<file path="src/rtl/rob_pkg.sv">
package rob_pkg;
  typedef enum logic [1:0] {
    HEAD_EMPTY,
    HEAD_BUSY,
    HEAD_RETIRE,
    HEAD_TRAP
  } head_state_e;
endpackage

</file>
<file path="src/rtl/rob_head_decode.sv">
module rob_head_decode
  import rob_pkg::*;
(
  input  logic        head_valid,
  input  logic        head_done,
  input  logic        head_exc,
  output head_state_e state,
  output logic        retire_ok,
  output logic        trap
);
  always_comb begin
    if (!head_valid)     state = HEAD_EMPTY;
    else if (!head_done) state = HEAD_BUSY;
    else if (head_exc)   state = HEAD_TRAP;
    else                 state = HEAD_RETIRE;
  end

  assign retire_ok = (state == HEAD_RETIRE);
  assign trap      = (state == HEAD_TRAP);
endmodule

</file>
<file path="src/rtl/rob_ptrs.sv">
module rob_ptrs #(
  parameter int IDX_W = 5
) (
  input  logic                    clk,
  input  logic                    rst_n,
  input  logic                    alloc_fire,
  input  logic                    retire_fire,
  input  logic                    flush_fire,
  input  logic [IDX_W-1:0]        flush_idx,
  input  logic                    clear_all,
  output logic [IDX_W-1:0]        head_idx,
  output logic [IDX_W-1:0]        tail_idx,
  output logic                    full,
  output logic [(1<<IDX_W)-1:0]   squash_mask
);
  localparam int DEPTH = 1 << IDX_W;
  localparam int PTR_W = IDX_W + 1;

  logic [PTR_W-1:0] head_q, tail_q, occ, flush_tail;
  logic [IDX_W-1:0] br_off;

  assign head_idx   = head_q[IDX_W-1:0];
  assign tail_idx   = tail_q[IDX_W-1:0];
  assign occ        = tail_q - head_q;
  assign full       = occ[IDX_W];
  assign br_off     = flush_idx - head_idx;
  assign flush_tail = head_q + {1'b0, br_off} + PTR_W'(1);

  for (genvar i = 0; i < DEPTH; i++) begin : g_sq
    logic [IDX_W-1:0] off;
    assign off            = IDX_W'(i) - head_idx;
    assign squash_mask[i] = flush_fire && (off > br_off);
  end

  always_ff @(posedge clk or negedge rst_n) begin
    if (!rst_n) begin
      head_q <= '0;
      tail_q <= '0;
    end else begin
      if (retire_fire) head_q <= head_q + PTR_W'(1);
      if (clear_all)       tail_q <= head_q;
      else if (flush_fire) tail_q <= flush_tail;
      else if (alloc_fire) tail_q <= tail_q + PTR_W'(1);
    end
  end
endmodule

</file>
<file path="src/rtl/rob_entries.sv">
module rob_entries #(
  parameter int IDX_W  = 5,
  parameter int LREG_W = 5,
  parameter int PREG_W = 6,
  parameter int PC_W   = 32
) (
  input  logic                  clk,
  input  logic                  rst_n,
  input  logic                  alloc_fire,
  input  logic [IDX_W-1:0]      tail_idx,
  input  logic [LREG_W-1:0]     alloc_lreg,
  input  logic [PREG_W-1:0]     alloc_pnew,
  input  logic [PREG_W-1:0]     alloc_pold,
  input  logic [PC_W-1:0]       alloc_pc,
  input  logic                  cmp_valid,
  input  logic [IDX_W-1:0]      cmp_idx,
  input  logic                  cmp_exc,
  output logic                  cmp_hit,
  input  logic                  retire_fire,
  input  logic [IDX_W-1:0]      head_idx,
  input  logic [(1<<IDX_W)-1:0] squash_mask,
  input  logic                  clear_all,
  output logic                  head_valid,
  output logic                  head_done,
  output logic                  head_exc,
  output logic [LREG_W-1:0]     head_lreg,
  output logic [PREG_W-1:0]     head_pnew,
  output logic [PREG_W-1:0]     head_pold,
  output logic [PC_W-1:0]       head_pc
);
  localparam int DEPTH = 1 << IDX_W;

  logic [DEPTH-1:0]  valid_v, done_v, exc_v;
  logic [LREG_W-1:0] lreg_mem [DEPTH];
  logic [PREG_W-1:0] pnew_mem [DEPTH];
  logic [PREG_W-1:0] pold_mem [DEPTH];
  logic [PC_W-1:0]   pc_mem   [DEPTH];
  logic              cmp_fire;

  assign cmp_hit  = valid_v[cmp_idx];
  assign cmp_fire = cmp_valid && cmp_hit;

  for (genvar i = 0; i < DEPTH; i++) begin : g_ent
    logic v_q, d_q, e_q, kill, here_alloc, here_cmp;
    assign kill       = clear_all || squash_mask[i] ||
                        (retire_fire && head_idx == IDX_W'(i));
    assign here_alloc = alloc_fire && tail_idx == IDX_W'(i);
    assign here_cmp   = cmp_fire && cmp_idx == IDX_W'(i);

    always_ff @(posedge clk or negedge rst_n) begin
      if (!rst_n) begin
        v_q <= 1'b0;
        d_q <= 1'b0;
        e_q <= 1'b0;
      end else begin
        if (kill) v_q <= 1'b0;
        else if (here_alloc) begin
          v_q <= 1'b1;
          d_q <= 1'b0;
          e_q <= 1'b0;
        end
        if (here_cmp) begin
          d_q <= 1'b1;
          e_q <= cmp_exc;
        end
      end
    end

    assign valid_v[i] = v_q;
    assign done_v[i]  = d_q;
    assign exc_v[i]   = e_q;
  end

  always_ff @(posedge clk) begin
    if (alloc_fire) begin
      lreg_mem[tail_idx] <= alloc_lreg;
      pnew_mem[tail_idx] <= alloc_pnew;
      pold_mem[tail_idx] <= alloc_pold;
      pc_mem[tail_idx]   <= alloc_pc;
    end
  end

  assign head_valid = valid_v[head_idx];
  assign head_done  = done_v[head_idx];
  assign head_exc   = exc_v[head_idx];
  assign head_lreg  = lreg_mem[head_idx];
  assign head_pnew  = pnew_mem[head_idx];
  assign head_pold  = pold_mem[head_idx];
  assign head_pc    = pc_mem[head_idx];
endmodule

</file>
<file path="src/rtl/rob_commit_ctrl.sv">
module rob_commit_ctrl
  import rob_pkg::*;
#(
  parameter int DEPTH  = 32,
  parameter int LREG_W = 5,
  parameter int PREG_W = 6,
  parameter int PC_W   = 32,
  localparam int IDX_W = $clog2(DEPTH)
) (
  input  logic              clk,
  input  logic              rst_n,
  input  logic              alloc_valid,
  output logic              alloc_ready,
  input  logic [LREG_W-1:0] alloc_lreg,
  input  logic [PREG_W-1:0] alloc_pnew,
  input  logic [PREG_W-1:0] alloc_pold,
  input  logic [PC_W-1:0]   alloc_pc,
  output logic [IDX_W-1:0]  alloc_idx,
  input  logic              cmp_valid,
  input  logic [IDX_W-1:0]  cmp_idx,
  input  logic              cmp_exc,
  input  logic              cmp_mispredict,
  output logic              cmt_valid,
  input  logic              cmt_ready,
  output logic [LREG_W-1:0] cmt_lreg,
  output logic [PREG_W-1:0] cmt_pnew,
  output logic [PREG_W-1:0] cmt_pold,
  output logic              exc_valid,
  output logic [PC_W-1:0]   exc_pc,
  input  logic              exc_ack,
  output logic              flush_valid,
  output logic [IDX_W-1:0]  flush_idx
);
  logic              full, cmp_hit, alloc_fire, retire_fire, clear_all;
  logic              head_valid, head_done, head_exc;
  logic [IDX_W-1:0]  head_idx, tail_idx;
  logic [DEPTH-1:0]  squash_mask;
  head_state_e       head_state;

  assign flush_valid = cmp_valid && cmp_mispredict && cmp_hit;
  assign flush_idx   = cmp_idx;
  assign alloc_ready = !full && !flush_valid && !exc_valid;
  assign alloc_fire  = alloc_valid && alloc_ready;
  assign retire_fire = cmt_valid && cmt_ready;
  assign clear_all   = exc_valid && exc_ack;
  assign alloc_idx   = tail_idx;

  rob_ptrs #(.IDX_W(IDX_W)) u_ptrs (
    .clk        (clk),
    .rst_n      (rst_n),
    .alloc_fire (alloc_fire),
    .retire_fire(retire_fire),
    .flush_fire (flush_valid),
    .flush_idx  (cmp_idx),
    .clear_all  (clear_all),
    .head_idx   (head_idx),
    .tail_idx   (tail_idx),
    .full       (full),
    .squash_mask(squash_mask)
  );

  rob_entries #(
    .IDX_W(IDX_W), .LREG_W(LREG_W), .PREG_W(PREG_W), .PC_W(PC_W)
  ) u_entries (
    .clk        (clk),
    .rst_n      (rst_n),
    .alloc_fire (alloc_fire),
    .tail_idx   (tail_idx),
    .alloc_lreg (alloc_lreg),
    .alloc_pnew (alloc_pnew),
    .alloc_pold (alloc_pold),
    .alloc_pc   (alloc_pc),
    .cmp_valid  (cmp_valid),
    .cmp_idx    (cmp_idx),
    .cmp_exc    (cmp_exc),
    .cmp_hit    (cmp_hit),
    .retire_fire(retire_fire),
    .head_idx   (head_idx),
    .squash_mask(squash_mask),
    .clear_all  (clear_all),
    .head_valid (head_valid),
    .head_done  (head_done),
    .head_exc   (head_exc),
    .head_lreg  (cmt_lreg),
    .head_pnew  (cmt_pnew),
    .head_pold  (cmt_pold),
    .head_pc    (exc_pc)
  );

  rob_head_decode u_decode (
    .head_valid(head_valid),
    .head_done (head_done),
    .head_exc  (head_exc),
    .state     (head_state),
    .retire_ok (cmt_valid),
    .trap      (exc_valid)
  );
endmodule

</file>
<file path="config.mk">
export PLATFORM = sky130hd
export DESIGN_NAME = rob_commit_ctrl
export DESIGN_NICKNAME = d
export VERILOG_FILES = /design/src/rtl/rob_pkg.sv /design/src/rtl/rob_head_decode.sv /design/src/rtl/rob_ptrs.sv /design/src/rtl/rob_entries.sv /design/src/rtl/rob_commit_ctrl.sv
export SDC_FILE = /design/constraint.sdc
export NUM_CORES = 2
export LEC_CHECK = 0
export ABC_AREA = 0
export ABC_CLOCK_PERIOD_IN_PS = 11530
export BUFFER_PORTS_ARGS = -buffer_cell sky130_fd_sc_hd__buf_4
export CORE_ASPECT_RATIO = 2
export CORE_UTILIZATION = 30
export CTS_BUF_LIST = sky130_fd_sc_hd__clkbuf_4 sky130_fd_sc_hd__clkbuf_8 sky130_fd_sc_hd__clkbuf_16
export CTS_CLUSTER_SIZE = 30
export DETAILED_ROUTE_END_ITERATION = 12
export PLACE_DENSITY = 0.46
export SLEW_MARGIN = 10
export SYNTH_ARGS = -nofsm -noshare
export SYNTH_HDL_FRONTEND = slang
export SYNTH_HIERARCHICAL = 1
export SYNTH_SLANG_ARGS = --single-unit
</file>
<file path="constraint.sdc">
create_clock -name clk -period 11.53 [get_ports clk]
set_clock_uncertainty 0.1 [all_clocks]
set_input_delay 0.5765 -clock clk [delete_from_list [all_inputs] [get_ports clk]]
set_output_delay 0.5765 -clock clk [all_outputs]
set_load 0.005 [all_outputs]
</file>
==> results.json <==
{
  "status": "finished with violations",
  "violations": "design-rule violations",
  "power_switching_w": 0.00610,
  "core_mm2": 0.230,
  "place.gp.congestion": 0.876,
  "final_max_slew_viol_count": 0,
  "setup_viol": 0,
  "grt_max_degree": 138,
  "dpl_worst_slack_ns": 5.31,
  "clk_latency_ns": 0.80,
  "p_int_w": 0.0119,
  "wl_um": 213000,
  "wl_per_cell_um": 28.3,
  "fin_setup_tns_ns": 0,
  "area_growth_pct": 13.0,
  "p_leak_nw": 27.3,
  "clock_power_share": 0.276,
  "synth_area_per_cell_um2": 16.0,
  "die_y_um": 683,
  "clkTransAtPathRegs_ns": 0.07,
  "dieArea_mm2": 0.234,
  "p_sw_frac": 0.339,
  "drv_cap": 0,
  "grt_pass1_vias": 40000,
  "drive_above_1_share": 0.120,
  "yosys_warnings": 6,
  "p_seq_frac": 0.400,
  "cp.arrival_ns": 5.70,
  "ant_nets": 0,
  "path_class": "reg2out",
  "fmax_mhz": 157,
  "drtIter0Drc": 3114,
  "hp-start": "alloc_pnew[1]",
  "hold_path.class": "in2reg",
  "vias_per_cell": 5.15,
  "port_buffers": 124,
  "rsz0062_at_grt": "false",
  "combPwrFrac": 0.324,
  "power.total_w": 0.0180,
  "overflow": 0,
  "cts_tree": "done",
  "final.setup.worst_slack_ns": 5.15,
  "initial_utilization": 0.302,
  "vdd_drop_max_v": 0.000221,
  "final_area_mm2": 0.0786,
  "worst_pin_slew_ns": 1.24,
  "syn_area_mm2": 0.0695,
  "hold_viol": 0,
  "netlist_instances": 4356,
  "drcViolationCount": 8,
  "setup.worst_path.start": "u_ptrs/head_q[1]$_DFFE_PN0P_",
  "placedCellCount": 7286,
  "clock_path_buffers": 4,
  "required_ns": 10.85,
  "postCtsSetupBuffers": 0,
  "fin_cells": 7549,
  "grt_use_total": 0.180,
  "grt_pass1_wl_um": 301000,
  "die_x_um": 342,
  "worst_hold_path.endpoint": "u_entries/pnew_mem[13][1]$_DFFE_PP_",
  "start_kind": "register",
  "r2r_cells": 12,
  "slew_headroom": 0.174,
  "powerDensity_mw_per_mm2": 229,
  "dpl_cell_area_mm2": 0.0738,
  "period_minus_slack_ns": 6.38,
  "r2r-start": "u_ptrs/head_q[1]$_DFFE_PN0P_",
  "drt-pass1-iter-count": 11,
  "nets": 4546,
  "r2r_slack_ns": 5.20,
  "critPathMaxFanout": 137,
  "antenna_found_initial": 9,
  "whs_path_depth": 1,
  "cts-root-buf": "clkbuf_16",
  "r2r-end": "u_entries/pc_mem[18][1]$_DFFE_PP_",
  "h-tree-depth": 4,
  "vias": 38900,
  "synth_nets": 4474,
  "min_period_over_period": 0.553,
  "cts.sinks": 1676,
  "row_count": 249,
  "dp_hpwl_um": 122000,
  "ios": 125,
  "endpoint_kind": "output pin",
  "numCtsBuffers": 150
}
## worst max path at each step
stage | end | slack, ns
floorplan | u_entries/g_ent[15].v_q$_DFFE_PN0P_ | 5.58
finish | exc_pc[18] | 5.15
CTS | exc_pc[18] | 4.93
detailed placement | u_entries/pnew_mem[18][3]$_DFFE_PP_ | 5.31
global placement | u_entries/pnew_mem[18][3]$_DFFE_PP_ | 5.29
global route | exc_pc[18] | 4.81
## timing repair
item,in CTS,in global routing
resized for setup,0,0
hold buffers,2,0
endpoints found under the hold margin,49,0
## layer usage
| layer | GRT usage | part of all wire | vias to the layer above |
|---|---|---|---|
| met4 | 0.0656 | 0.036 | 6 |
| met1 | 0.205 | 0.39 | 20400 |
| met2 | 0.341 | 0.54 | 881 |
| li1 | - | - | 17200 |
| met5 | 0 | 0.00014 | - |
| met3 | 0.0199 | 0.034 | 328 |
## power by group through the flow
stage	Combinational [W]	Clock, W	Sequential (W)
6_report	0.00583	0.00497	0.00721
4_1_cts	0.00591	0.00510	0.00720
3_3_place_gp	0.00588	0	0.00733
5_1_grt	0.00625	0.00528	0.00723
3_5_place_dp	0.00589	0	0.00734
2_1_floorplan	0.00384	0	0.00722
## layout by cell type, fill, tap and decap left out, types with 7 or more instances in the layout
master     instances
o31ai_1            9
o2111ai_1         33
buf_4            191
nor2_4            36
nor2b_1           15
clkinv_1          30
o221a_2           30
a21oi_1          138
a21o_1            18
ha_1              54
a22oi_1          309
nor2_1            63
inv_1             44
clkbuf_4          34
clkbuf_16        153
o21ai_0           33
nand2b_1          10
mux2i_1          872
nor3_1             7
clkinv_2          20
xnor2_1           32
bufinv_16         11
edfxtp_1        1568
nand4_1           69
nand3_1          231
dfrtp_1          107
xor2_1            11
nand2_1          241
## registers in the layout (all words and copies together) (netlist names)
signal               flops
u_entries/pnew_mem     192
u_ptrs/tail_q            6
u_entries/pold_mem     192
u_entries/g_ent.e_q     32
u_entries/g_ent.v_q     32
u_entries/lreg_mem     160
u_entries/pc_mem      1024
u_entries/g_ent.d_q     32
u_ptrs/head_q            6
## layout make-up
type | instances | area [um2]
clock buffers | 188 | 4100
flip-flops and latches | 1676 | 49800
inverters | 47 | 176
diodes | 6 | 15.0
well taps | 3012 | 3770
clock inverters | 67 | 592
multi-input cells | 2354 | 18500
fillers | 21900 | 152000
repair buffers | 199 | 1570
## stage by stage
| step | hold slack (ns) | util |
|---|---|---|
| floorplan | 0.181 | - |
| global placement | 0.360 | 0.321 |
| detailed placement | 0.365 | 0.321 |
| CTS | 0.0150 | 0.341 |
| global route | 0.0640 | 0.341 |
| finish | 0.0714 | 0.341 |
## critical path, cell delays in order, from the launching register on
cell     delay (ns)
dfrtp_4        1.11
buf_12         0.67
buf_12         0.79
buf_4          0.87
mux2i_1        0.17
a22oi_1        0.55
nand3_1        0.15
nand4_1        0.22
buf_4          0.15
Power figures use the tool's default switching activity.
